<file path="src/rtl/exc_pkg.sv">
package exc_pkg;
  localparam int NSTG   = 8;
  localparam int DET_N  = 5;
  localparam int CODE_W = 5;

  // detecting stages, youngest first; index order sets age priority
  localparam int DET_STAGE [DET_N] = '{2, 3, 5, 6, 7};
  localparam int DET_W     [DET_N] = '{1, 8, 3, 2, 6};

  function automatic int det_off(input int j);
    int o;
    o = 0;
    for (int k = 0; k < j; k++) o += DET_W[k];
    return o;
  endfunction

  localparam int FLAG_W = det_off(DET_N);
endpackage

</file>
<file path="src/rtl/exc_stage_enc.sv">
module exc_stage_enc #(
  parameter int W      = 4,
  parameter int BASE   = 1,
  parameter int CODE_W = 5
) (
  input  logic              qual,
  input  logic [W-1:0]      flags,
  output logic              hit,
  output logic [CODE_W-1:0] code
);
  // lowest set bit carries the highest priority
  always_comb begin
    hit  = qual & (|flags);
    code = '0;
    for (int i = W - 1; i >= 0; i--) begin
      if (flags[i]) code = CODE_W'(BASE + i);
    end
  end
endmodule

</file>
<file path="src/rtl/exc_age_sel.sv">
module exc_age_sel
  import exc_pkg::*;
(
  input  logic [DET_N-1:0]             hit,
  input  logic [DET_N-1:0][CODE_W-1:0] codes,
  input  logic                         take_en,
  output logic                         take,
  output logic [NSTG-1:0]              kill,
  output logic [CODE_W-1:0]            code
);
  int oldest;

  always_comb begin
    oldest = -1;
    code   = '0;
    // later entries are older stages and overwrite younger ones
    for (int j = 0; j < DET_N; j++) begin
      if (hit[j]) begin
        oldest = DET_STAGE[j];
        code   = codes[j];
      end
    end
    take = (oldest >= 0) && take_en;
    for (int s = 0; s < NSTG; s++) begin
      kill[s] = take && (s <= oldest);
    end
  end
endmodule

</file>
<file path="src/rtl/exc_cancel_unit.sv">
module exc_cancel_unit
  import exc_pkg::*;
(
  input  logic                  clk_i,
  input  logic                  rst_ni,
  input  logic [NSTG-1:0]       stage_valid_i,
  input  logic [DET_W[0]-1:0]   dec_flag_i,
  input  logic [DET_W[1]-1:0]   exe_flag_i,
  input  logic [DET_W[2]-1:0]   dat_flag_i,
  input  logic [DET_W[3]-1:0]   tag_flag_i,
  input  logic [DET_W[4]-1:0]   wbk_flag_i,
  input  logic                  stall_i,
  input  logic                  restart_pend_i,
  output logic [NSTG-1:0]       kill_o,
  output logic [NSTG-1:0]       valid_o,
  output logic                  restart_go_o,
  output logic                  redirect_o,
  output logic [CODE_W-1:0]     cause_o
);
  logic [FLAG_W-1:0]             all_flags;
  logic [DET_N-1:0]              det_hit;
  logic [DET_N-1:0][CODE_W-1:0]  det_code;
  logic                          take;
  logic [CODE_W-1:0]             sel_code;
  logic                          redirect_q;
  logic [CODE_W-1:0]             cause_q;

  assign all_flags = {wbk_flag_i, tag_flag_i, dat_flag_i, exe_flag_i, dec_flag_i};

  for (genvar j = 0; j < DET_N; j++) begin : g_det
    exc_stage_enc #(
      .W      (DET_W[j]),
      .BASE   (det_off(j) + 1),
      .CODE_W (CODE_W)
    ) u_enc (
      .qual  (stage_valid_i[DET_STAGE[j]]),
      .flags (all_flags[det_off(j) +: DET_W[j]]),
      .hit   (det_hit[j]),
      .code  (det_code[j])
    );

    AST_FLAGGED_STAGE_KILLED: assert property (@(posedge clk_i) disable iff (!rst_ni)
      (det_hit[j] && !stall_i && !redirect_q) |-> kill_o[DET_STAGE[j]]);
  end

  exc_age_sel u_sel (
    .hit     (det_hit),
    .codes   (det_code),
    .take_en (!stall_i && !redirect_q),
    .take    (take),
    .kill    (kill_o),
    .code    (sel_code)
  );

  assign valid_o      = stage_valid_i & ~kill_o;
  assign restart_go_o = restart_pend_i & ~take;

  always_ff @(posedge clk_i or negedge rst_ni) begin
    if (!rst_ni) begin
      redirect_q <= 1'b0;
      cause_q    <= '0;
    end else begin
      redirect_q <= take;
      if (take) cause_q <= sel_code;
    end
  end

  assign redirect_o = redirect_q;
  assign cause_o    = cause_q;

  AST_REDIRECT_SINGLE: assert property (@(posedge clk_i) disable iff (!rst_ni)
    redirect_o |=> !redirect_o);
  AST_REDIRECT_AFTER_KILL: assert property (@(posedge clk_i) disable iff (!rst_ni)
    (|kill_o) |=> (redirect_o && cause_o != '0));
  AST_STALL_NO_KILL: assert property (@(posedge clk_i) disable iff (!rst_ni)
    stall_i |-> (kill_o == '0));
  AST_KILL_BLOCKS_RESTART: assert property (@(posedge clk_i) disable iff (!rst_ni)
    (|kill_o) |-> !restart_go_o);
  AST_YOUNGEST_IN_KILL: assert property (@(posedge clk_i) disable iff (!rst_ni)
    (|kill_o) |-> kill_o[0]);
  AST_CAUSE_STABLE: assert property (@(posedge clk_i) disable iff (!rst_ni)
    (kill_o == '0) |=> $stable(cause_o));
endmodule

</file>
<file path="config.mk">
export PLATFORM = sky130hd
export DESIGN_NAME = exc_cancel_unit
export DESIGN_NICKNAME = d
export VERILOG_FILES = /design/src/rtl/exc_pkg.sv /design/src/rtl/exc_stage_enc.sv /design/src/rtl/exc_age_sel.sv /design/src/rtl/exc_cancel_unit.sv
export SDC_FILE = /design/constraint.sdc
export NUM_CORES = 1
export LEC_CHECK = 0
export BUFFER_PORTS_ARGS = -buffer_cell sky130_fd_sc_hd__buf_2
export CAP_MARGIN = 20
export CORE_AREA = 4 4 51 53
export DETAILED_ROUTE_END_ITERATION = 12
export DIE_AREA = 0 0 55 57
export HOLD_SLACK_MARGIN = 0.06
export PLACE_DENSITY = 0.76
export SYNTH_ARGS = -nofsm -noshare
export SYNTH_HDL_FRONTEND = slang
export SYNTH_HIERARCHICAL = 1
export SYNTH_SLANG_ARGS = --single-unit
</file>
<file path="constraint.sdc">
create_clock -name clk_i -period 3.45 [get_ports clk_i]
set_input_delay 0.69 -clock clk_i [delete_from_list [all_inputs] [get_ports clk_i]]
set_output_delay 0.69 -clock clk_i [all_outputs]
set_load 0.1 [all_outputs]
</file>
# Yosys cells after proc, flatten, opt, wreduce, memory -nomap -nowiden
# Cells that the tools add are included.
# word_totals
latch_bits	0
ff_bits	6
output_inout_bits	23
memories	0
rom_bits	0
wordCells	66
mem_bits_rw	0
input_bits	32
# op_classes
order_cmp	9
reduce_logical	16
n_shift	0
n_addsub	0
n_eq_ne	0
div_mod_pow	0
n_bitwise	9
n_mul	0
muxes	30
# op_table
cell	count
$mux W32	5
$le A4 B32 Y1 const A	4
$le A3 B32 Y1 const A	2
$mux W4	16
$mux W5	7
$ge A32 B1 Y1 const B	1
$le A1 B32 Y1 const A	1
$le A2 B32 Y1 const A	1
$logic_and A1 B1 Y1	10
$and A8 B8 Y8	1
$not A8 Y8	1
$reduce_or A8 Y1	1
$and A1 B1 Y1	6
$reduce_or A6 Y1	1
$reduce_or A3 Y1	1
$logic_not A1 Y1	2
$mux W1	2
$reduce_or A2 Y1	1
$not A1 Y1	1

# Longest topological paths before layout
# depth
ltp_word	12
mapped_depth	8
depth_no_buf	7

# Cells and area by module
# Netlist, hierarchy kept.
# by_module_without_submodules
module	seq_area_each_um2	instances	cells_each	area_each_um2
exc_age_sel	0.0	1	43	291.5
exc_cancel_unit	150.1	1	21	269.0
exc_stage_enc at g_det[1].u_enc	0.0	1	16	97.6
exc_stage_enc at g_det[4].u_enc	0.0	1	13	86.3
exc_stage_enc at g_det[3].u_enc	0.0	1	7	48.8
exc_stage_enc at g_det[0].u_enc	0.0	1	7	47.5
exc_stage_enc at g_det[2].u_enc	0.0	1	7	46.3

# Least setup slack after synthesis
# No wires, ideal clock.
# synth_timing
path_type	input -> output
start	input port wbk_flag_i[4] (netlist name)
end	output port valid_o[1]
setup_slack_ns	-1.138
required_ns	2.760
path_stages	6
n_path_buf	0
arrival_ns	3.898
path_cell_list	or4_4 nor2_4 a21boi_2 or2_4 o41a_1 nor2b_1
# synth_via
elab_chain_len	8
elab_cells_between_ends	9
cone_classes	order compare: 2; mux: 1; bitwise: 3; reduce/logical: 3
# synth_lines
item	line	rtl
from (decl)	exc_cancel_unit.sv:11	input logic [DET_W[4]-1:0] wbk_flag_i,
$reduce_or A6 Y1 *	exc_stage_enc.sv:13	hit = qual & (|flags);
$and A1 B1 Y1 *	exc_stage_enc.sv:13	
named net det_hit[4]	exc_cancel_unit.sv:21	logic [DET_N-1:0] det_hit;
$mux W32 *	exc_age_sel.sv:18	if (hit[j]) begin
$ge A32 B1 Y1	exc_age_sel.sv:23	take = (oldest >= 0) && take_en;
$logic_and A1 B1 Y1	exc_age_sel.sv:23	
$logic_and A1 B1 Y1 *	exc_age_sel.sv:25	kill[s] = take && (s <= oldest);
named net kill_o[1]	exc_cancel_unit.sv:14	output logic [NSTG-1:0] kill_o,
$not A8 Y8 *	exc_cancel_unit.sv:55	assign valid_o = stage_valid_i & ~kill_o;
$and A8 B8 Y8 *	exc_cancel_unit.sv:55	
to (decl)	exc_cancel_unit.sv:15	output logic [NSTG-1:0] valid_o,
# Mark *: on every way through the listed nets, which the timed path passes. The rest lies on a longest branch.

# Worst setup path in the final report
# layout_timing
start	input port wbk_flag_i[1] (netlist name)
end	output port valid_o[0]
# layout_via
elab_chain_len	8
elab_cells_between_ends	9
cone_classes	order compare: 2; mux: 1; bitwise: 3; reduce/logical: 3
# layout_lines
item	line
$reduce_or A6 Y1 *	exc_stage_enc.sv:13
$and A1 B1 Y1 *	exc_stage_enc.sv:13
named net det_hit[4]	exc_cancel_unit.sv:21
$mux W32 *	exc_age_sel.sv:18
$ge A32 B1 Y1	exc_age_sel.sv:23
$logic_and A1 B1 Y1	exc_age_sel.sv:23
$logic_and A1 B1 Y1 *	exc_age_sel.sv:25
$not A8 Y8 *	exc_cancel_unit.sv:55
$and A8 B8 Y8 *	exc_cancel_unit.sv:55
# Marks and branches as above.

==> results.json <==
{
  "p_sw_mw": 0.336,
  "timing.final.crit_share": 0.985,
  "total_power_mw": 0.570,
  "max_clock_freq_mhz": 294,
  "vias": 981,
  "hold_viol_final": 0,
  "synth_edf_count": 0,
  "place_ws_ns": 0.0410,
  "synth_cell_types": 37,
  "finalHoldWorstSlack_ns": 0.261,
  "ctsResizeCount": 0,
  "path_max_fanout": 8,
  "fin_ws_ns": 0.0501,
  "synth-simple-area-share": 0.329,
  "pwr-share-seq": 0.163,
  "synth_fa_ha_area_frac": 0,
  "rows": 17,
  "gp_congestion": 0.754,
  "syn-cell-area_sq_um": 887,
  "clk_latency_ns": 0.25,
  "async_flop_share": 1.00,
  "final_util": 0.626,
  "start_kind": "input pin",
  "die_h_um": 57,
  "cap_violations": 0,
  "numCtsBuffers": 3,
  "timing.final.max_slew_violations": 0,
  "layout_common_cells": "buf_2 (46), nor2b_4 (8), nor2_1 (8), buf_12 (8)",
  "reg2reg_slack_ns": 1.98,
  "post-route-min-period_ns": 3.40,
  "viasPerCell": 5.14,
  "path_clk_slew_ns": 0.05,
  "drc_errors": 0,
  "dr.pass1.iters": 4,
  "avgSynthCellArea_sq_um": 7.78,
  "intPower_mw": 0.233,
  "path_class": "in2out",
  "tightest_slew_ns": 0.607,
  "grt_overflow": 0,
  "layout-drive-gt1-share": 0.558,
  "finalNetCount": 197,
  "p_comb_frac": 0.720,
  "final_cells": 191,
  "fillers": 192,
  "clock_path_buffers": 2,
  "peakVddDrop_mv": 0.345,
  "diodes": 0,
  "p_per_area_nw_per_um2": 424,
  "drtIter0Drc": 25,
  "crit_path_end_kind": "output port",
  "yosysWarnings": 6,
  "crit_required_ns": 2.76,
  "regArea_sq_um": 150,
  "switching_share": 0.590,
  "critPathLaunch": "wbk_flag_i[1]",
  "status": "finished, final reports clean",
  "synth_top_family_by_area": "simple AND/OR/NAND/NOR gates",
  "clock_skew_ns": 0.00691,
  "grt_pass1_wl_mm": 3.84,
  "ys_seq_area_frac": 0.169,
  "grt_pass1_vias": 963,
  "layout_commonest_cell": "buf_2",
  "root_buffer": "clkbuf_4",
  "htree_levels": 1,
  "relSlewSlack": 0.595,
  "place_area_sq_um": 1310,
  "start_util": 0.413,
  "reg2reg_from": "redirect_o",
  "antenna_found_initial": 0,
  "grt.total_usage": 0.160,
  "reg2reg_to": "cause_o[2]",
  "synthXorXnorAreaFrac": 0,
  "cp_cell_sequence": "buf_2 -> or4_4 -> nor2_4 -> a21boi_2 -> or2_4 -> o41a_1 -> buf_4 -> nor2b_4 -> buf_12",
  "setup_viol": 0,
  "ios": 55,
  "hpwl_mm": 2.15,
  "port_buffers": 54,
  "wl_per_cell_um": 13.3,
  "cts_tree": "yes",
  "stdcell_area_sq_um": 1340,
  "r2r_cells": 5,
  "wl_mm": 2.55,
  "grt_max_degree": 18,
  "synth_top_flop_cell": "dfrtp_1",
  "worstPathArrival_ns": 2.71,
  "dieWidth_um": 55,
  "p_leak_nw": 0.651,
  "die_area_sq_um": 3140,
  "synth_cells": 114,
  "syn2layout_area_growth_pct": 51.5,
  "ant_nets": 0,
  "synth_compound_area_frac": 0.269,
  "clkPwrFrac": 0.117,
  "crit_path_max_incr_delay_ns": 0.56,
  "dp.cells": 186,
  "synthMuxAreaShare": 0.0635,
  "fp.coreArea_sq_um": 2150,
  "multi_input_area_sq_um": 689,
  "cts_sinks": 6,
  "ys_seq_elements": 6,
  "cp_slowest_cell": "or4_4",
  "hold_path_class": "in2async",
  "tns_ns": 0
}
-- final cells by class --
cell class                 count  share of cell area
multi-input combinational     90               0.513
timing repair buffer          59               0.318
sequential                     6               0.112
tap                           28              0.0261
clock buffer                   3              0.0168
inverter                       5              0.0140
-- per-layer routing --
layer  wire length (um)  track usage
met1                933        0.170
met2               1420        0.304
met3                167       0.0209
met4                 24       0.0556
met5                  0            0
-- cell families (layout without fill, tap and decap cells) --
family,count (synthesis),after routing
buffers and inverters,21,67
other,4,7
DFF,6,6
AOI/OAI and AO/OA,33,33
and+or+nand+nor,45,45
muxes,5,5
-- how the worst max path moves through the flow --
| stage | slack (ns) | to |
|---|---|---|
| finish | 0.05 | valid_o[0] |
| global route | -0.003 | valid_o[0] |
| CTS | 0.04 | valid_o[0] |
| detailed placement | 0.04 | valid_o[0] |
| global placement | 0.09 | valid_o[0] |
| floorplan | -0.21 | valid_o[0] |
-- synth_stat cells, types with 2 or more instances --
cell / n / area [sq um]
or2_1: 2 / 12.5
o31a_1: 3 / 26.3
o31ai_1: 2 / 15.0
a31oi_1: 5 / 31.3
nor2_1: 8 / 30.0
nand2_1: 6 / 22.5
and2_1: 3 / 18.8
and2b_2: 3 / 26.3
dfrtp_1: 6 / 150
buf_4: 12 / 90.1
inv_1: 5 / 18.8
mux2_2: 5 / 56.3
nand3b_1: 5 / 37.5
o21a_1: 3 / 22.5
o22ai_1: 4 / 25.0
buf_2: 2 / 10.0
nor2b_1: 9 / 56.3
o41a_1: 3 / 33.8
conb_1: 4 / 15.0
a21oi_1: 7 / 35.0
-- state kept, by name, indices dropped and copies added, names as in the netlist --
name        flops
cause_o         5
redirect_o      1
-- worst max-delay path: cells and delay by family --
family / cells / cell delay (ns)
buffers and inverters: 3 / 0.48
AO/OA/AOI/OAI: 2 / 0.41
AND/OR/NAND/NOR: 4 / 1.12
-- power by group through the flow --
| stage | Clock, mW | Combinational (mW) | Sequential, mW |
|---|---|---|---|
| final | 0.0666 | 0.410 | 0.0930 |
| after global routing | 0.0744 | 0.424 | 0.0947 |
| after CTS | 0.0692 | 0.408 | 0.0931 |
| after detailed placement | 0 | 0.408 | 0.0942 |
| after global placement | 0 | 0.402 | 0.0923 |
| after floorplan | 0 | 0.213 | 0.201 |
-- what timing repair did --
item / in CTS / in global routing
setup buffers: 0 / 2
hold buffers: 0 / 0
hold endpoints to repair: 0 / 0
setup endpoints to repair: 0 / 1
No activity file was read; power rests on OpenSTA's default activity.
